$ cat src/rtl/scan_irq_pkg.sv
package scan_irq_pkg;
   localparam int DATA_W    = 8;
   localparam int PEND_BIT  = 7;
   localparam int FRAME_BIT = 6;
   typedef logic [DATA_W-1:0] byte_t;
endpackage

$ cat src/rtl/irq_cfg_regs.sv
module irq_cfg_regs
   import scan_irq_pkg::*;
#(
   parameter int              ADDR_W      = 16,
   parameter int              LINE_W      = 8,
   parameter logic [ADDR_W-1:0] TARGET_ADDR = 16'h5203,
   parameter logic [ADDR_W-1:0] ENABLE_ADDR = 16'h5204,
   parameter byte_t           ARM_KEY     = 8'h80
) (
   input  logic              clk,
   input  logic              rst_n,
   input  logic              wr,
   input  logic [ADDR_W-1:0] addr,
   input  byte_t             wdata,
   output logic [LINE_W-1:0] target,
   output logic              armed
);
   byte_t enable_q;

   always_ff @(posedge clk) begin
      if (!rst_n) begin
         target   <= '0;
         enable_q <= '0;
      end else if (wr) begin
         if (addr == TARGET_ADDR) target   <= wdata[LINE_W-1:0];
         if (addr == ENABLE_ADDR) enable_q <= wdata;
      end
   end

   assign armed = (enable_q == ARM_KEY);
endmodule

$ cat src/rtl/scan_line_counter.sv
module scan_line_counter #(
   parameter int LINE_W = 8
) (
   input  logic              clk,
   input  logic              rst_n,
   input  logic              tick,
   input  logic              render,
   input  logic [LINE_W-1:0] target,
   output logic [LINE_W-1:0] count,
   output logic              frame,
   output logic              hit,
   output logic              wipe
);
   localparam logic [LINE_W-1:0] STEP = LINE_W'(1);
   logic [LINE_W-1:0] count_nx;

   assign count_nx = count + STEP;
   assign wipe     = tick & ~render;
   assign hit      = tick & render & (count_nx == target);

   always_ff @(posedge clk) begin
      if (!rst_n) begin
         count <= '0;
         frame <= 1'b0;
      end else if (wipe) begin
         count <= '0;
         frame <= 1'b0;
      end else if (tick) begin
         count <= count_nx;
         frame <= 1'b1;
      end
   end
endmodule

$ cat src/rtl/irq_pend_flag.sv
module irq_pend_flag (
   input  logic clk,
   input  logic rst_n,
   input  logic hit,
   input  logic wipe,
   input  logic ack,
   output logic pending
);
   always_ff @(posedge clk) begin
      if (!rst_n)     pending <= 1'b0;
      else if (wipe)  pending <= 1'b0;
      else if (hit)   pending <= 1'b1;
      else if (ack)   pending <= 1'b0;
   end
endmodule

$ cat src/rtl/scanline_irq_gen.sv
module scanline_irq_gen
   import scan_irq_pkg::*;
#(
   parameter int                ADDR_W      = 16,
   parameter int                LINE_W      = 8,
   parameter logic [ADDR_W-1:0] TARGET_ADDR = 16'h5203,
   parameter logic [ADDR_W-1:0] ENABLE_ADDR = 16'h5204
) (
   input  logic              clk,
   input  logic              rst_n,
   input  logic              line_tick,
   input  logic              render_active,
   input  logic              cpu_wr,
   input  logic [ADDR_W-1:0] cpu_addr,
   input  logic [7:0]        cpu_wdata,
   input  logic              cpu_rd,
   output logic              irq,
   output logic [7:0]        status,
   output logic              in_frame
);
   if (LINE_W < 1 || LINE_W > DATA_W) begin : g_bad_line_w
      $error("LINE_W must lie between 1 and the data width");
   end
   if (TARGET_ADDR == ENABLE_ADDR) begin : g_bad_addr
      $error("target and enable addresses must differ");
   end

   logic [LINE_W-1:0] tgt_line;
   logic [LINE_W-1:0] line_cnt;
   logic              armed;
   logic              hit;
   logic              wipe;
   logic              pending;

   irq_cfg_regs #(
      .ADDR_W(ADDR_W), .LINE_W(LINE_W),
      .TARGET_ADDR(TARGET_ADDR), .ENABLE_ADDR(ENABLE_ADDR), .ARM_KEY(8'h80)
   ) u_regs (
      .clk(clk), .rst_n(rst_n), .wr(cpu_wr), .addr(cpu_addr),
      .wdata(cpu_wdata), .target(tgt_line), .armed(armed)
   );

   scan_line_counter #(.LINE_W(LINE_W)) u_cnt (
      .clk(clk), .rst_n(rst_n), .tick(line_tick), .render(render_active),
      .target(tgt_line), .count(line_cnt), .frame(in_frame),
      .hit(hit), .wipe(wipe)
   );

   irq_pend_flag u_pend (
      .clk(clk), .rst_n(rst_n), .hit(hit), .wipe(wipe),
      .ack(cpu_rd), .pending(pending)
   );

   assign irq = pending & armed;

   always_comb begin
      status            = '0;
      status[PEND_BIT]  = pending;
      status[FRAME_BIT] = in_frame;
   end
endmodule

$ cat config.mk
export PLATFORM = sky130hd
export DESIGN_NAME = scanline_irq_gen
export DESIGN_NICKNAME = d
export VERILOG_FILES = /design/src/rtl/scan_irq_pkg.sv /design/src/rtl/irq_cfg_regs.sv /design/src/rtl/scan_line_counter.sv /design/src/rtl/irq_pend_flag.sv /design/src/rtl/scanline_irq_gen.sv
export SDC_FILE = /design/constraint.sdc
export NUM_CORES = 1
export LEC_CHECK = 0
export BUFFER_PORTS_ARGS = -buffer_cell sky130_fd_sc_hd__buf_4
export CORE_AREA = 2 2 64 66
export CTS_CLUSTER_DIAMETER = 40
export DETAILED_ROUTE_END_ITERATION = 6
export DIE_AREA = 0 0 66 68
export HOLD_SLACK_MARGIN = 0.15
export SYNTH_ARGS = -nofsm -noshare
export SYNTH_HDL_FRONTEND = slang
export SYNTH_SLANG_ARGS = --single-unit
export TNS_END_PERCENT = 20
$ cat constraint.sdc
create_clock -name clk -period 2.12 [get_ports clk]
set_input_delay 0.106 -clock clk [delete_from_list [all_inputs] [get_ports clk]]
set_output_delay 0.106 -clock clk [all_outputs]
set_load 0.01 [all_outputs]
After elaboration in Yosys (flattened, before gate mapping):

Cells that the tools add are included.

* logic and storage cells: 22
* output and inout port bits: 10
* flip-flop bits (word level): 26

* mux-type cells: 2
* add/subtract/negate cells: 1
* bitwise operators: 6
* reduce and logical (&&, ||, !) cells: 4
* eq/ne operators: 4

Operators with widths (number)
* $eq A16 B15 Y1 const B: 2
* $add A8 B1 Y8 const B: 1
* $eq A8 B8 Y1: 1
* $eq A8 B8 Y1 const B: 1
* $and A1 B1 Y1: 4
* $reduce_and A2 Y1: 2
* $mux W1: 2
* $not A1 Y1: 2
* $reduce_bool A2 Y1: 1
* $reduce_or A2 Y1: 1

Longest topological paths before layout:

* depth in word-level cells: 4
* depth in mapped cells: 6
* mapped depth without buffers: 6

By module:

Synthesis repeated with hierarchy kept, for this count alone.

* cells, all modules: 154
* area, all modules: 1366.3 um^2

By module, submodules not included
* irq_cfg_regs: seq. area each 320.3 um^2, area an instance 680.7 um^2, cells each 72, instances 1
* scan_line_counter: seq. area each 180.2 um^2, area an instance 575.6 um^2, cells each 68, instances 1
* scanline_irq_gen: seq. area each 0.0 um^2, area an instance 70.1 um^2, cells each 10, instances 1
* irq_pend_flag: seq. area each 20.0 um^2, area an instance 40.0 um^2, cells each 4, instances 1

Worst setup path before layout:

OpenSTA, ideal clock, no wires.

* kind: register to register
* from: register u_cnt.count[0]
* to: register u_pend.pending
* period minus slack after synthesis: 1761 ps
* library setup time: 59 ps
* buffers on the path: 0
* slack: 359 ps
* stages on the path, launching flop included: 6
* arrival: 1702 ps
* cell sequence: dfxtp_1 -> ha_1 -> xor2_1 -> or4_1 -> nor4_1 -> a31o_1

* cells in the longest elaborated chain, start to end: 4
* elaborated cells between the ends (all ways): 5
* those cells by class: add/sub (1); eq/ne (1); mux (1); bitwise (1); reduce/logical (1)

Ends and longest elaborated chain
* start, declared: line scan_line_counter.sv:9 `output logic [LINE_W-1:0] count,`
* start signal, assigned: line scan_line_counter.sv:29 `count <= count_nx;`
* $add A8 B1 Y8 *: line scan_line_counter.sv:17 `assign count_nx = count + STEP;`
* via u_cnt.count_nx[1]: line scan_line_counter.sv:15 `logic [LINE_W-1:0] count_nx;`
* $eq A8 B8 Y1 *: line scan_line_counter.sv:19 `assign hit = tick & render & (count_nx == target);`
* $and A1 B1 Y1 *: line scan_line_counter.sv:19
* $mux W1 / $reduce_bool A2 Y1 (equally long branches)
* end signal, assigned: line irq_pend_flag.sv:11 `else if (wipe) pending <= 1'b0;`
* end signal, assigned: line irq_pend_flag.sv:12 `else if (hit) pending <= 1'b1;`
* end signal, assigned: line irq_pend_flag.sv:13 `else if (ack) pending <= 1'b0;`
* end, declared: line irq_pend_flag.sv:7 `output logic pending`

Mark *: on every way through the listed nets, which the timed path passes. The rest lies on a longest branch.
A chain may end at the register's enable or synchronous reset.

Final worst setup path:

* from: register u_cnt.count[1]
* to: register u_pend.pending

* cells in the longest elaborated chain, start to end: 4
* elaborated cells between the ends (all ways): 5
* those cells by class: add/sub (1); eq/ne (1); mux (1); bitwise (1); reduce/logical (1)

Ends and longest elaborated chain (line)
* $add A8 B1 Y8 *: scan_line_counter.sv:17
* $eq A8 B8 Y1 *: scan_line_counter.sv:19
* $and A1 B1 Y1 *: scan_line_counter.sv:19
* $mux W1 / $reduce_bool A2 Y1 (equally long branches)

Mark *: on every way between the ends. The rest lies on a longest branch, timed or not.

==> results.tsv <==
stage	metric	value	unit
outcome	status	completed	
sta	worstMarginPinSlew	0.551	ns
synth	synth_seq_cells	26	
worst_setup_path	path_class	reg2reg	
clocking	cts_root_buf	clkbuf_8	
synth	yosys.area.top_type	dfxtp_1	
job	drv_cap	0	
die	ios	40	
die	die_width	66	um
synth	synth_cell_types	31	
synth	ys_async_sr_fraction	0	%
worst_setup_path	crit_path_end_kind	flop	
worst_setup_path	slowest_delay	0.53	ns
die	core.rowCount	23	
drt	routed_via_density	4.64	
sta	rsz0062_at_grt	no	
global_route	grt_pass1_wl	4570	um
global_route	grtUsageTotal	13.6	%
worst_setup_path	cp_max_fo	7	
sta	period_share	87.0	%
synth	yosys-top-cells-count	dfxtp_1 (26), mux2i_1 (17), nor2b_1 (17)	
finish	design_area	1800	um^2
synth	netlist.area_leader.share	37.9	%
synth	synth_area_per_cell	9.41	um^2
sta	fin_crit	1.84	ns
die	die_h	68	um
worst_setup_path	cp-endpoint	u_pend.pending	
sta	finalSetupViolCount	0	
drt	dr.pass1.iters	4	
global_route	grt_overflow_total	0	
clocking	cts.sinks	26	
clocking	cts_setup_buffers	0	
sta	fin_ws	0.275	ns
finish	layout-drive-gt1-share	24.6	%
synth	ys_seq_area_share	37.9	%
sta	finalMaxSlewViolations	0	
global_route	first_global_vias	1020	
drt	drt_iter0_drc	24	
sta	max_slew_margin	63.2	%
synth	synth_edf_count	0	
synth	yosysMostFrequentCell	dfxtp_1	
power	ir_worst_vdd	0.000409	V
clocking	numCtsBuffers	3	
worst_setup_path	regToRegStartpoint	u_cnt.count[1]	
worst_setup_path	critPathRequiredTime	2.35	ns
drt	wirelength	2970	um
drt	via_count	1100	
finish	final_nets	219	
global_route	grt_max_degree	19	
synth	synthTopCellsByArea	dfxtp_1 (38%), mux2i_1 (12%), nor2b_1 (7.7%)	
place	dp_hpwl	2330	um
synth	syn_inst	146	
place	post_dp_cell_area	1640	um^2
sta	finalHoldViolCount	0	
die	start_util	35.6	%
sta	skew	0.00326	ns
place	portBuffers	33	
die	core	3860	um^2
worst_setup_path	worst_ep_arrival_time	2.07	ns
worst_setup_path	cp_cell_sequence	ha_1, a21oi_1, or4_1, nor4_1, a31o_1	
place	dp_slack	0.278	ns
worst_setup_path	startpoint_type	flop	
sta	tns	0	ns
drt	drc_errors	0	
worst_setup_path	crit_start	u_cnt.count[1]	
worst_setup_path	worstRegToRegCells	5	
drt	drtAntennaViolNets	0	
power	p_per_area	570	nW/um^2
finish	antenna_cells	0	
clocking	cts_max_level	1	
power	leakagePower	0.000682	uW
sta	max_freq	542	MHz
synth	synthFlopType	dfxtp_1	
finish	final_util	46.7	%
synth	synth_area	1370	um^2
clocking	path_clk_slew	0.09	ns
worst_hold_path	worstHoldPathType	in2reg	
clocking	cts_max_path_buffers	2	
synth	ys_warn_count	0	
worst_setup_path	crit_slowest_cell	or4_1	
worst_setup_path	r2r_end	u_pend.pending	
clocking	clk_latency	0.28	ns
power	p_total	1030	uW
clocking	cts_tree	done	
drt	wl_per_cell	12.5	um
place	gp_congestion	0.883	
die	dieArea	4490	um^2
global_route	antenna_found_initial	0	
clocking	post_cts_resized	0	
worst_setup_path	reg2reg_slack	0.28	ns
finish	area_delta_synth_final	31.1	%
[where the power goes]
part	internal, uW	switching, uW	total [uW]
combinational	68.3	42.9	111
sequential	492	3.74	496
clock	253	167	420
[flip-flops by register name (all words and copies together), names as in the netlist]
| register | count |
|---|---|
| u_cnt.frame | 1 |
| u_cnt.count | 8 |
| u_pend.pending | 1 |
| u_regs.enable_q | 8 |
| u_regs.target | 8 |
[worst min path at each step]
stage	to	from	cells after the start	slack, ns
finish	u_pend.pending	cpu_rd	3	0.16
global route	u_pend.pending	cpu_rd	3	0.16
CTS	u_pend.pending	cpu_rd	3	0.15
detailed placement	u_regs.target[4]	cpu_wdata[4]	3	0.38
global placement	u_regs.enable_q[1]	cpu_wdata[1]	3	0.37
floorplan	u_regs.enable_q[0]	cpu_wdata[0]	2	0.28
[placed cells by master (no fill, tap or decap), drive strengths merged]
cell type,netlist,routed
xor2,7,7
nor3b,1,1
nor2,13,13
ha,1,1
conb,1,6
clkbuf,2,3
nor3,1,1
a21oi,6,6
or3,1,1
nand2b,3,3
xnor2,9,9
nand4,2,2
nor4b,3,3
o21ai,3,3
a31o,1,1
buf,11,36
dfxtp,26,26
and4bb,1,1
nand3b,1,1
nand3,5,5
inv,1,1
o2bb2ai,1,1
nor2b,17,17
mux2i,17,17
nand2,7,7
nor4,2,2
or4,2,2
and4,1,1
bufinv,0,1
dlygate4sd3,0,9
[metrics by stage]
step,hold slack [ns],cells
after floorplan,0.275,151
after global placement,0.375,224
after detailed placement,0.384,224
after CTS,0.150,237
after global routing,0.157,237
final,0.158,237
[layout make-up]
cell class / instances / area (um^2)
clock buffer: 3 / 41.3
clock inverter: 1 / 30.0
fill: 380 / 2050
inverter: 1 / 3.75
multi-input combinational: 111 / 783
sequential: 26 / 520
tap: 50 / 62.6
timing repair buffer: 45 / 360
[critical path: cells and delay by family, from the launching register on]
kind                       cells  cell delay [ns]
DFF                            1             0.41
adders and majority gates      1             0.31
AOI/OAI and AO/OA              2             0.26
and+or+nand+nor                2             0.82
[metal layers]
metal | global-route usage, % | wire length (um) | up-vias | share of wire (%)
met3 | 2.63 | 101 | 4 | 3.4
met5 | 0 | 0 | - | 0
met2 | 23.0 | 1480 | 18 | 50
met1 | 16.7 | 1330 | 511 | 45
met4 | 6.89 | 53 | 0 | 1.8
li1 | - | - | 567 | -
[timing repair]
| item | 4_1_cts | 5_1_grt |
|---|---|---|
| endpoints found under the hold margin | 18 | 0 |
| hold buffers | 9 | 0 |
| endpoints found under the setup margin | 0 | 0 |
[kinds of logic (layout without fill, tap and decap cells)]
group | Yosys count | after routing | synth area share (%)
other | 1 | 6 | 0.273
buffers and inverters | 14 | 50 | 6.47
muxes | 17 | 17 | 12.4
xor gates and xnor gates | 16 | 16 | 10.2
AOI/OAI and AO/OA | 11 | 11 | 4.55
adders and majority gates | 1 | 1 | 0.911
DFF | 26 | 26 | 37.9
and+or+nand+nor | 60 | 60 | 27.3
No activity file was read; power rests on OpenSTA's default activity.
